--- src/rtl/mhop_pkg.sv ---
package mhop_pkg;
  // Which path currently owns the request wires.
  typedef enum logic [1:0] {
    SRC_NONE  = 2'd0,
    SRC_ALLOC = 2'd1,
    SRC_FAST  = 2'd2
  } req_src_e;
endpackage

--- src/rtl/mhop_rr_pick.sv ---
// Cyclic first-valid search starting at a pointer.
module mhop_rr_pick #(
  parameter int N  = 4,
  parameter int IW = 2
) (
  input  logic [N-1:0]  cand,
  input  logic [IW-1:0] start,
  output logic          found,
  output logic [IW-1:0] idx
);
  always_comb begin
    int j;
    found = 1'b0;
    idx   = '0;
    for (int k = N - 1; k >= 0; k--) begin
      j = int'(start) + k;
      if (j >= N) j = j - N;
      if (cand[j]) begin
        found = 1'b1;
        idx   = IW'(j);
      end
    end
  end
endmodule

--- src/rtl/mhop_hop_enc.sv ---
// Clamps a remaining hop count to the per-cycle reach and flags a final leg.
module mhop_hop_enc #(
  parameter int HOPW    = 4,
  parameter int HOP_MAX = 3,
  parameter int REQW    = 2
) (
  input  logic [HOPW-1:0] hops,
  output logic [REQW-1:0] len,
  output logic            last_leg
);
  localparam logic [HOPW-1:0] REACH = HOPW'(HOP_MAX);

  always_comb begin
    if (hops > REACH) begin
      len      = REQW'(HOP_MAX);
      last_leg = 1'b0;
    end else begin
      len      = REQW'(hops);
      last_leg = (hops != '0);
    end
  end
endmodule

--- src/rtl/mhop_req_gen.sv ---
module mhop_req_gen
  import mhop_pkg::*;
#(
  parameter int N_PORTS = 4,
  parameter int HOP_MAX = 3,
  parameter int HOPW    = 4,
  parameter int N_VNET  = 2,
  localparam int REQW   = $clog2(HOP_MAX + 1),
  localparam int VNW    = (N_VNET > 1) ? $clog2(N_VNET) : 1
) (
  input  logic                      clk,
  input  logic                      rst_n,
  input  logic [N_PORTS-1:0]        held_valid,
  input  logic [N_PORTS*HOPW-1:0]   held_hops,
  input  logic [N_PORTS*VNW-1:0]    held_vnet,
  input  logic [N_PORTS-1:0]        new_valid,
  input  logic [N_PORTS*HOPW-1:0]   new_hops,
  input  logic [N_PORTS*VNW-1:0]    new_vnet,
  input  logic [N_PORTS-1:0]        port_idle,
  input  logic                      depart,
  output logic [REQW-1:0]           req_hops,
  output logic                      req_eject,
  output logic [VNW-1:0]            req_vnet,
  output logic [N_PORTS-1:0]        grant
);
  localparam int IW = $clog2(N_PORTS);
  localparam logic [N_PORTS-1:0] CORE_BIT = N_PORTS'(1);
  localparam logic [IW-1:0]      LAST_IDX = IW'(N_PORTS - 1);
  localparam logic [REQW-1:0]    REACH_R  = REQW'(HOP_MAX);

  // ---------------- reset release synchronizer ----------------
  logic [1:0] rsync_q;
  logic       rst_lcl_n;
  always_ff @(posedge clk or negedge rst_n) begin
    if (!rst_n) rsync_q <= '0;
    else        rsync_q <= {rsync_q[0], 1'b1};
  end
  assign rst_lcl_n = rsync_q[1];

  // ---------------- unpack per-port fields ----------------
  logic [HOPW-1:0] held_hops_a [N_PORTS];
  logic [VNW-1:0]  held_vnet_a [N_PORTS];
  logic [HOPW-1:0] new_hops_a  [N_PORTS];
  logic [VNW-1:0]  new_vnet_a  [N_PORTS];
  for (genvar g = 0; g < N_PORTS; g++) begin : g_unpack
    assign held_hops_a[g] = held_hops[g*HOPW +: HOPW];
    assign held_vnet_a[g] = held_vnet[g*VNW  +: VNW];
    assign new_hops_a[g]  = new_hops[g*HOPW  +: HOPW];
    assign new_vnet_a[g]  = new_vnet[g*VNW   +: VNW];
  end

  // ---------------- registered state ----------------
  logic            win_vld_q, win_vld_d;
  logic [IW-1:0]   win_idx_q, win_idx_d;
  logic [REQW-1:0] win_len_q, win_len_d;
  logic            win_ej_q,  win_ej_d;
  logic [VNW-1:0]  win_vn_q,  win_vn_d;
  logic [IW-1:0]   ptr_q, ptr_d, ptr_nx;
  logic            ptr_adv;

  // Pointer: moves past the granted port when it departs.
  assign ptr_adv = depart & win_vld_q;
  assign ptr_nx  = (win_idx_q == LAST_IDX) ? '0 : win_idx_q + IW'(1);
  assign ptr_d   = ptr_adv ? ptr_nx : ptr_q;

  // ---------------- local allocation ----------------
  logic            alloc_found;
  logic [IW-1:0]   alloc_idx;
  logic [REQW-1:0] alloc_len;
  logic            alloc_ej;

  mhop_rr_pick #(.N(N_PORTS), .IW(IW)) u_alloc_pick (
    .cand  (held_valid),
    .start (ptr_d),
    .found (alloc_found),
    .idx   (alloc_idx)
  );

  mhop_hop_enc #(.HOPW(HOPW), .HOP_MAX(HOP_MAX), .REQW(REQW)) u_alloc_enc (
    .hops     (held_hops_a[alloc_idx]),
    .len      (alloc_len),
    .last_leg (alloc_ej)
  );

  always_comb begin
    win_vld_d = alloc_found;
    win_idx_d = alloc_found ? alloc_idx : '0;
    win_len_d = alloc_found ? alloc_len : '0;
    win_ej_d  = alloc_found & alloc_ej;
    win_vn_d  = alloc_found ? held_vnet_a[alloc_idx] : '0;
  end

  always_ff @(posedge clk or negedge rst_lcl_n) begin
    if (!rst_lcl_n) begin
      win_vld_q <= 1'b0;
      win_idx_q <= '0;
      win_len_q <= '0;
      win_ej_q  <= 1'b0;
      win_vn_q  <= '0;
      ptr_q     <= '0;
    end else begin
      win_vld_q <= win_vld_d;
      win_idx_q <= win_idx_d;
      win_len_q <= win_len_d;
      win_ej_q  <= win_ej_d;
      win_vn_q  <= win_vn_d;
      if (ptr_adv) ptr_q <= ptr_nx;
    end
  end

  // ---------------- same-cycle path for idle network ports ----------------
  logic [N_PORTS-1:0] fast_cand;
  logic               fast_found;
  logic [IW-1:0]      fast_idx;
  logic [REQW-1:0]    fast_len;
  logic               fast_ej;

  assign fast_cand = new_valid & port_idle & ~CORE_BIT;

  mhop_rr_pick #(.N(N_PORTS), .IW(IW)) u_fast_pick (
    .cand  (fast_cand),
    .start ('0),
    .found (fast_found),
    .idx   (fast_idx)
  );

  mhop_hop_enc #(.HOPW(HOPW), .HOP_MAX(HOP_MAX), .REQW(REQW)) u_fast_enc (
    .hops     (new_hops_a[fast_idx]),
    .len      (fast_len),
    .last_leg (fast_ej)
  );

  // ---------------- output selection ----------------
  req_src_e src;
  always_comb begin
    if (win_vld_q)       src = SRC_ALLOC;
    else if (fast_found) src = SRC_FAST;
    else                 src = SRC_NONE;
  end

  always_comb begin
    req_hops  = '0;
    req_eject = 1'b0;
    req_vnet  = '0;
    grant     = '0;
    unique case (src)
      SRC_ALLOC: begin
        req_hops  = win_len_q;
        req_eject = win_ej_q;
        req_vnet  = win_vn_q;
        grant     = N_PORTS'(1) << win_idx_q;
      end
      SRC_FAST: begin
        req_hops  = fast_len;
        req_eject = fast_ej;
        req_vnet  = new_vnet_a[fast_idx];
        grant     = N_PORTS'(1) << fast_idx;
      end
      default: ;
    endcase
  end

  // ---------------- assertions ----------------
  // at most one input granted
  p_grant_onehot_r10: assert property (@(posedge clk) disable iff (!rst_lcl_n)
    $onehot0(grant));

  // request wires are quiet without a grant
  p_idle_quiet_r10: assert property (@(posedge clk) disable iff (!rst_lcl_n)
    (grant == '0) |-> (req_hops == '0 && !req_eject && req_vnet == '0));

  // a granted request asks for 1..HOP_MAX hops
  p_len_range_r1: assert property (@(posedge clk) disable iff (!rst_lcl_n)
    (grant != '0) |-> (req_hops != '0 && req_hops <= REACH_R));

  // core port is granted only after it was a buffered candidate
  p_core_buffered_r8: assert property (@(posedge clk) disable iff (!rst_lcl_n)
    grant[0] |-> $past(held_valid[0]));

  // without a departure the pointer holds
  p_ptr_hold_r6: assert property (@(posedge clk) disable iff (!rst_lcl_n)
    !depart |=> $stable(ptr_q));

  // the destination flag only rides on a real request
  p_eject_granted_r2: assert property (@(posedge clk) disable iff (!rst_lcl_n)
    req_eject |-> (grant != '0));
endmodule

--- config.mk ---
export PLATFORM = sky130hd
export DESIGN_NAME = mhop_req_gen
export DESIGN_NICKNAME = d
export VERILOG_FILES = /design/src/rtl/mhop_pkg.sv /design/src/rtl/mhop_rr_pick.sv /design/src/rtl/mhop_hop_enc.sv /design/src/rtl/mhop_req_gen.sv
export SDC_FILE = /design/constraint.sdc
export NUM_CORES = 1
export LEC_CHECK = 0
export BUFFER_PORTS_ARGS = -buffer_cell sky130_fd_sc_hd__buf_2
export CORE_ASPECT_RATIO = 1.4
export CORE_MARGIN = 3
export CORE_UTILIZATION = 37
export DETAILED_ROUTE_END_ITERATION = 6
export GPL_TIMING_DRIVEN = 1
export HOLD_SLACK_MARGIN = 0.15
export PLACE_DENSITY = 0.74
export SLEW_MARGIN = 20
export SYNTH_ARGS = -nofsm -noshare
export SYNTH_HDL_FRONTEND = slang
export SYNTH_HIERARCHICAL = 1
export SYNTH_SLANG_ARGS = --single-unit
--- constraint.sdc ---
create_clock -name clk -period 2.1 [get_ports clk]
set_input_delay 0.21 -clock clk [delete_from_list [all_inputs] [get_ports clk]]
set_output_delay 0.21 -clock clk [all_outputs]
set_load 0.02 [all_outputs]
; Word level (Yosys, flattened, before mapping)
; Cells that the tools add are included.
[totals]
reg_bits = 11
latch_bits = 0
ram_bits = 0
romBits = 0
in_bits = 55
output_inout_bits = 8
word_cells = 96
mem_count = 0
[classes]
addsub = 8
mul = 0
div_mod_pow = 0
order_cmp = 12
n_eq_ne = 3
n_shift = 2
mux = 57
bitwise_logic = 5
n_reduce_logical = 2
[op_table]
columns = operator, count
row1 = $lt 32x4->1 const B, 4
row2 = $mux 32, 4
row3 = $ge 32x4->1 const B, 3
row4 = $sub 32x4->32 const B, 3
row5 = $mux 2, 15
row6 = $mux 1, 22
row7 = $bmux 4 s2, 2
row8 = $mux 4, 4
row9 = $bmux 1 s2, 6
row10 = $gt 4x2->1 const B, 2
row11 = $pmux 4 s2, 1
row12 = $reduce_bool 4->1, 2
row13 = $shl 1x2->4 const A, 2
row14 = $add 2x2->3 const B, 2
row15 = $ge 3x3->1 const B, 2
row16 = $not 2->3, 2
row17 = $and 4x4->4, 1
row18 = $eq 2x2->1 const B, 2
row19 = $pmux 1 s2, 2
row20 = $pmux 2 s2, 1
row21 = $sub 2x3->4 const B, 1
row22 = $add 2x1->3 const B, 1
row23 = $ge 2x3->1 const B, 1
row24 = $add 2x1->2 const B, 1
row25 = 2 further kinds, 3

; Logic depth before layout (Yosys ltp)
; Gate-level depths: netlist of the first run.
[logic_depth]
ltp_word = 20
mapped_depth = 10
depth_no_buf = 10

; By module
; The synthesis of the first run kept the hierarchy.
[by_module_without_submodules]
columns = module, instances, cells_each, area_per_inst_um2, seq_area_each_um2
row1 = mhop_req_gen, 1, 58, 758.2, 275.3
row2 = mhop_rr_pick, 2, 13, 77.6, 0.0
row3 = mhop_hop_enc, 2, 4, 21.3, 0.0

; Worst setup path after synthesis of the first run
; OpenSTA, ideal clock, no wires.
[synth_path]
path_type = reg2reg
startpoint = register win_idx_q[0]
endpoint = register win_len_q[0]
arrival_ns = 2.570
required_time_ns = 1.981
setup_slack_ns = -0.589
path_stages_with_launch = 9
path_buffers = 1
cell_sequence = dfrtp_1 > ha_1 > mux2_2 > mux2i_1 > a211oi_2 > buf_2 > mux4_2 > or3_1 > and2_1
[synth_via]
elab_chain_cells = 20
[synth_lines]
columns = item, line
row1 = from (decl), mhop_req_gen.sv:54  ; logic [IW-1:0] win_idx_q, win_idx_d;
row2 = from (signal assigned), mhop_req_gen.sv:103  ; win_idx_q <= win_idx_d;
row3 = $add 2x1->2 or $eq 2x2->1 (tied branches), mhop_req_gen.sv:63  ; assign ptr_nx = (win_idx_q == LAST_IDX) ? '0 : win_idx_q + IW'(1);
row4 = $mux 2 *, mhop_req_gen.sv:63
row5 = $mux 2 *, -
row6 = net ptr_d[1], mhop_req_gen.sv:58  ; logic [IW-1:0] ptr_q, ptr_d, ptr_nx;
row7 = $add 2x2->3, mhop_rr_pick.sv:16  ; j = int'(start) + k;
row8 = $sub 32x4->32 or $ge 32x4->1 (tied branches), mhop_rr_pick.sv:17  ; if (j >= N) j = j - N;
row9 = $mux 32, mhop_rr_pick.sv:17
row10 = $bmux 1 s2, mhop_rr_pick.sv:18  ; if (cand[j]) begin
row11 = [... 6 more ...], -
row12 = net alloc_idx[0], mhop_req_gen.sv:68  ; logic [IW-1:0] alloc_idx;
row13 = $not 2->3 (implied by the code) *, mhop_req_gen.sv:80  ; .hops (held_hops_a[alloc_idx]),
row14 = $bmux 4 s2 *, mhop_req_gen.sv:80
row15 = $mux 4 (implied by the code) * (2 in series), mhop_req_gen.sv:80
row16 = $gt 4x2->1, mhop_hop_enc.sv:14  ; if (hops > REACH) begin
row17 = $mux 2 *, mhop_hop_enc.sv:14
row18 = net alloc_len[0], mhop_req_gen.sv:69  ; logic [REQW-1:0] alloc_len;
row19 = $mux 2 *, mhop_req_gen.sv:88  ; win_len_d = alloc_found ? alloc_len : '0;
row20 = net win_len_d[0], mhop_req_gen.sv:55  ; logic [REQW-1:0] win_len_q, win_len_d;
row21 = to (signal assigned), mhop_req_gen.sv:104  ; win_len_q <= win_len_d;
row22 = to (decl), mhop_req_gen.sv:55
; Mark *: on every way through the listed nets, which the timed path passes. The rest lies on a longest branch. The select of a mux whose other input is x is not followed.

; Final worst setup path of the first run
; Ends and elaborated chain as after synthesis.

==> qor.yml, run 1 <==
rsz0062_at_grt: "true"
rr_endpoint: "win_len_q[0]"
clock_skew_ns: 0.001448
grt_pass1_wl_um: 4381
slew_viol_final: 0
end_kind: "register"
r2r_slack_ns: -0.54
firstDrtPassIters: 4
drive_gt1_share_pct: 60.22
num_antenna_cells: 0
routed_wl_um: 2777
via_per_inst: 4.882
dr.first_iter.drc_count: 15
yosysWarnings: 6
die_y_um: 66.14
rows: 21
seqCellArea_sq_um: 275.3
cts_max_level: 1
p_clk_share_pct: 9.1
hold_path_class: "primary input to asynchronous set/reset pin"
setup_viol: 8
synthesis.instances: 92
pre_cts_ws_ns: -0.5389
track_usage_pct: 17.45
r2r-start: "win_idx_q[0]"
globalRouteOverflowTotal: 0
cts_tree: "built"
gp_congestion: 0.7189
port_buffers: 60
syn-cell-area_sq_um: 955.9
yosysMostFrequentCell: "nor2_1"
grt_max_degree: 14
place_area_sq_mm: 0.001436
rr_worst_depth: 8
drv_cap: 0
synth-seq-cells: 11
grt_antenna_before_repair: 0
synthToLayoutAreaGrowth_pct: 70.94
fin_tns_setup_ns: -2.458
io-pin-count: 63
cts_buffer_depth: 2
yosysTopAreaCellShare_pct: 28.80
synth_flop_cell: "dfrtp_1"
vdd_drop_max_v: 0.0006021
yosysSeqAreaShare_pct: 28.80
clk_latency_ns: 0.26
worstSetupStartpointType: "register"
cts-root-buf: "clkbuf_4"
synth_common_cells: "12 x nor2_1, 11 x dfrtp_1, 9 x and2_1, 7 x nand2_1, 6 x mux4_2"
async_reset_ff_share_pct: 100.0
cts.sinks: 11
wl_per_cell_um: 12.62
violations: "setup timing"
run_status: "finished, violations left"
vias: 1074
grt_pass1_vias: 1074
worst_ep_arrival_time_ns: 2.79
synth_top_cell_by_area: "dfrtp_1"
path_max_fanout: 5
seq_power_share_pct: 21.3
power_switching_w: 0.0005371
crit_required_ns: 2.25
die-area_sq_mm: 0.003238
critPathKind: "register to register"
dp_hpwl_um: 2271
fin_area_sq_mm: 0.001634
setup_ws_ns: -0.5405
drc: 0
p_int_w: 0.0009453
min_period_ns: 2.640
initial_core_util_pct: 39.54
pwr-share-comb_pct: 69.6
die_x_um: 48.96
max_freq_mhz: 378.7
cts_buffers: 3
ys_types: 28
synth-edff-count: 0
p_per_area_mw_per_mm2: 907.2
clk_pin_slew_ns: 0.06
switching_share_pct: 36.23
drtAntennaViolNets: 0
nNetsFinal: 243
core_sq_mm: 0.002417
leakagePower_nw: 0.7880
final_hold_viol_count: 0
timing.final.crit_share_pct: 125.7
syn_area_per_cell_sq_um: 10.39
synth.area.top_cells: "dfrtp_1 29%, mux4_2 14%, mux4_1 11%"
multi_input_area_sq_um: 752.0
fillers: 208
[power by group through the flow]
stage | Combinational (W) | Sequential (W) | Clock [W]
2_1_floorplan | 0.000583 | 0.000324 | 0
3_3_place_gp | 0.000829 | 0.000317 | 0
3_5_place_dp | 0.000870 | 0.000321 | 0
4_1_cts | 0.000957 | 0.000314 | 0.000144
5_1_grt | 0.00113 | 0.000321 | 0.000151
6_report | 0.00103 | 0.000316 | 0.000134
[worst max-delay path by stage]
| stage | startpoint | slack [ns] | to |
|---|---|---|---|
| 2_1_floorplan | win_idx_q[1] | -0.46 | win_len_q[0] |
| 3_3_place_gp | win_idx_q[1] | -0.45 | win_len_q[1] |
| 3_5_place_dp | win_idx_q[1] | -0.54 | win_len_q[1] |
| 4_1_cts | win_idx_q[0] | -0.52 | win_len_q[1] |
| 5_1_grt | win_idx_q[1] | -0.63 | win_len_q[0] |
| 6_report | win_idx_q[0] | -0.54 | win_len_q[0] |
[sequential cells by signal, indices dropped and copies added, names as in the netlist]
signal     flops
ptr_q          2
rsync_q        2
win_ej_q       1
win_idx_q      2
win_len_q      2
win_vld_q      1
win_vn_q       1
[layer usage]
| metal | share of wire (%) | vias up | wire (um) | track usage, % |
|---|---|---|---|---|
| li1 | - | 521 | - | - |
| met2 | 60 | 45 | 1668 | 37.41 |
| met4 | 1.2 | 0 | 32 | 5.338 |
| met3 | 5.3 | 4 | 146 | 2.257 |
| met1 | 33 | 504 | 930 | 16.50 |
| met5 | 0 | - | 0 | 0 |
[critical path, cell delays in order, from the launching register on]
cell and delay (ns):
dfrtp_1 0.38, ha_1 0.29, mux2_4 0.31, mux2i_1 0.13, a211oi_2 0.18, buf_4 0.18, mux4_2 0.53, or3_1 0.39
and2_1 0.14
[metrics by stage]
stage / cells / power (W) / util (%) / hold WS, ns
4_1_cts: 216 / 0.001415 / 64.23 / 0.2430
3_3_place_gp: 208 / 0.001146 / 59.42 / -0.005498
3_5_place_dp: 208 / 0.001191 / 59.42 / -0.002203
6_report: 220 / 0.001482 / 67.60 / 0.2721
2_1_floorplan: 102 / 0.0009071 / - / -0.08559
5_1_grt: 220 / 0.001599 / 67.60 / 0.2742
[cell usage in the layout, fill, tap and decap left out, types with 3 or more instances in the layout]
| master | instances |
|---|---|
| and2_1 | 8 |
| buf_6 | 10 |
| buf_4 | 18 |
| clkbuf_4 | 3 |
| dfrtp_1 | 11 |
| nor2_2 | 3 |
| mux4_2 | 10 |
| nor2_1 | 8 |
| buf_2 | 54 |
| nand2b_1 | 3 |
| nand2_1 | 6 |
| a22o_1 | 3 |
| conb_1 | 12 |
[final cells by class]
cell class,instances,area share [%]
multi-input cells,87,46.02
flip-flops and latches,11,16.85
clock buffers,4,1.608
repair buffers,84,32.92
well taps,34,2.603
[cell families after synthesis]
logic type	after synthesis	share of synthesized area [%]
compound gates	14	11.65
other cells	2	0.7856
mux	14	29.58
flops	11	28.80
buf+inv	4	2.487
simple gates	46	25.39
fa+ha+maj	1	1.309
[what timing repair did]
action / in CTS / in global routing
endpoints found under the hold margin: 11 / 0
hold buffers: 2 / 0
resized for setup: 15 / 13
pin swaps: 11 / 2
endpoints found under the setup margin: 8 / 9
buffers inserted: 2 / 4
Power figures use the tool's default switching activity.
==> inputs of run 2 (changes only) <==
- PLACE_DENSITY: 0.74 -> 0.75
- SYNTH_HIERARCHICAL: 1 -> not set
==> qor.yml, run 2 <==
run_status: "finished, violations left"
violations: "setup timing"
synthToLayoutAreaGrowth_pct: 53.54
async_reset_ff_share_pct: 100.0  # unchanged
synth_flop_cell: "dfrtp_1"
dr.first_iter.drc_count: 16  # +1
critPathKind: "register to register"
cts_buffer_depth: 2  # unchanged
yosysMostFrequentCell: "mux2i_1"
drtAntennaViolNets: 0  # unchanged
cts-root-buf: "clkbuf_4"
use_met3_pct: 1.667  # -0.59 points
seqCellArea_sq_um: 275.3  # unchanged
ys_types: 33  # +18%
routed_wl_um: 2181  # -21%
path_common_cell: "mux2_4"
drive_gt1_share_pct: 51.15  # -9.1 points
synth-seq-cells: 11  # unchanged
grt_pass1_vias: 908  # -15%
via_per_inst: 5.163  # +5.8%
synth_common_cells: "12 x mux2i_1, 11 x dfrtp_1, 11 x nor2_1, 10 x nand2_1, 6 x a21oi_1"
layout_common_cells: "59 x buf_2, 11 x nor2_1, 11 x dfrtp_1"
wl_per_cell_um: 11.13  # -12%
leakagePower_nw: 0.7012  # -11%
finalPower_w: 0.001450  # -2.2%
worstSetupStartpointType: "register"
rsz0062_at_grt: "true"
r2r-start: "win_idx_q[1]"
die_y_um: 64.43  # -2.6%
fillers: 208  # unchanged
drc: 0  # unchanged
clock_skew_ns: 0.001816  # +0.0003689 ns
layout_commonest_cell: "buf_2"
grt_max_degree: 16  # +2
setup_ws_ns: -0.1808  # +0.3596 ns
clk_latency_ns: 0.26  # about the same
cts.sinks: 11  # unchanged
port_buffers: 59  # -1.7%
die-area_sq_mm: 0.003075  # -5.0%
path_cells: "ha_4, mux2i_4, mux2_4, a211oi_4, buf_6, mux2i_1, mux2_4, a211oi_2"
p_per_area_mw_per_mm2: 1047  # +15%
crit_start: "win_idx_q[1]"
firstDrtPassIters: 4  # unchanged
fin_tns_setup_ns: -0.5511  # +1.907 ns
drv_cap: 0  # unchanged
top_usage_layer: "met2"
io-pin-count: 63  # unchanged
vdd_drop_max_v: 0.0006684  # +11%
synthesis.instances: 101  # +9.8%
setup_viol: 4  # -4
synth_top_cell_by_area: "dfrtp_1"
use_met2_pct: 27.65  # -9.8 points
path_max_fanout: 5  # unchanged
clk_pin_slew_ns: 0.06  # about the same
hold_path_class: "primary input to asynchronous set/reset pin"
syn_nets: 157
rows: 20  # -4.8%
nNetsFinal: 231  # -4.9%
die_x_um: 47.73  # -2.5%
cts_max_level: 1  # unchanged
yosysSeqAreaShare_pct: 30.51  # +1.7 points
hold-worst-slack_ns: 0.2544  # -0.01768 ns
yosysWarnings: 0  # -6
track_usage_pct: 14.86  # -2.6 points
cts_tree: "built"
vias: 1012  # -5.8%
max_freq_mhz: 438.4  # +16%
worst_ep_arrival_time_ns: 2.46  # -0.33 ns
slew_viol_final: 0  # unchanged
yosysTopAreaCellShare_pct: 30.51  # +1.7 points
initial_core_util_pct: 40.06  # +0.51 points
syn-cell-area_sq_um: 902.1  # -5.6%
cpMaxStageDelayCell: "dfrtp_1"
globalRouteOverflowTotal: 0  # unchanged
cpPeakStageDelay_ns: 0.42  # -0.11 ns
synth-edff-count: 0  # unchanged
dp_hpwl_um: 1792  # -21%
grt_pass1_wl_um: 3443  # -21%
cts_buffers: 3  # unchanged
num_antenna_cells: 0  # unchanged
synth.area.top_cells: "dfrtp_1 31%, mux2i_1 13%, mux2_2 6.2%"
grt_use_met1_pct: 15.41  # -1.1 points
min_period_ns: 2.281  # -0.3596 ns
multi_input_area_sq_um: 639.4  # -15%
syn_area_per_cell_sq_um: 8.932  # -14%
final_hold_viol_count: 0  # unchanged
grt_antenna_before_repair: 0  # unchanged
timing.final.crit_share_pct: 108.6  # -17 points
crit_required_ns: 2.28  # +0.03 ns
core_sq_mm: 0.002252  # -6.8%
gp_congestion: 0.6812  # -5.2%
end_kind: "register"
post_cts_buffers: 0  # -2
==> run 2: cell types whose count changed after synthesis, sizes merged, moves of 4 or more <==
cell and change:
or3 -4, and2 -8, a21oi +4, a22o -4, inv +4, o31ai +4, mux2 +4, nand2 +4
mux2i +11, mux4 -10
==> run 2: critical path, delay by kind of cell (launching register included) <==
| kind | cells | cell delay, ns |
|---|---|---|
| AOI/OAI and AO/OA | 2 | 0.50 |
| adders and majority gates | 1 | 0.26 |
| buffers and inverters | 1 | 0.17 |
| DFF | 1 | 0.42 |
| muxes | 4 | 0.86 |
==> run 2: cell type report <==
cell class | count | area share, %
multi-input combinational | 83 | 46.16
timing repair buffer | 72 | 29.00
sequential | 11 | 19.87
tap | 22 | 1.987
clock buffer | 4 | 1.897
inverter | 4 | 1.084
==> run 2: repair_timing <==
action | 4_1_cts | 5_1_grt
gates resized for setup | 3 | 5
hold buffers | 2 | 0
pin swaps | 0 | 2
endpoints found under the setup margin | 4 | 5
endpoints found under the hold margin | 11 | 0
cloned | 1 | 0
==> run 2: final timing paths <==
check,to,slack (ns),depth (start not counted)
min in group clk,win_vn_q,0.29,3
hold reg to reg,rsync_q[1],0.35,0
setup reg to reg,win_ej_q,-0.18,8
max in group asynchronous,win_vld_q,1.15,1
setup / recovery,win_ej_q,-0.18,8
hold / removal,rsync_q[1],0.25,2
==> run 2: kinds of logic (layout without fill, tap and decap cells) <==
kind of cell	count (synthesis)	after routing	share of synthesized area, %
and+or+nand+nor	38	38	20.53
AOI/OAI and AO/OA	24	24	19.69
muxes	19	19	23.72
DFF	11	11	30.51
buffers and inverters	7	80	3.745
adders and majority gates	1	1	1.387
other	1	1	0.4157
==> run 2: layer usage <==
layer | wire, um | up-vias | part of all wire, %
met3 | 271 | 2 | 12
li1 | - | 510 | -
met5 | 0 | - | 0
met2 | 1097 | 60 | 50
met1 | 798 | 440 | 37
met4 | 14 | 0 | 0.64
==> run 2: power by group <==
group / switching [W] / internal [W] / total [W]
Clock: 0.0000630 / 0.0000734 / 0.000136
Sequential: 0.0000421 / 0.000286 / 0.000328
Combinational: 0.000477 / 0.000508 / 0.000985
Total: 0.000582 / 0.000868 / 0.00145
==> run 2: through the flow <==
step                instances  setup slack (ns)  area, sq um  util [%]
finish                    196           -0.1808         1385     61.50
global route              196           -0.2710         1385     61.50
CTS                       196           -0.1768         1363     60.50
detailed placement        189           -0.1799         1296     57.56
global placement          189           -0.1107         1296     57.56
floorplan                 101           -0.1281        917.1         -
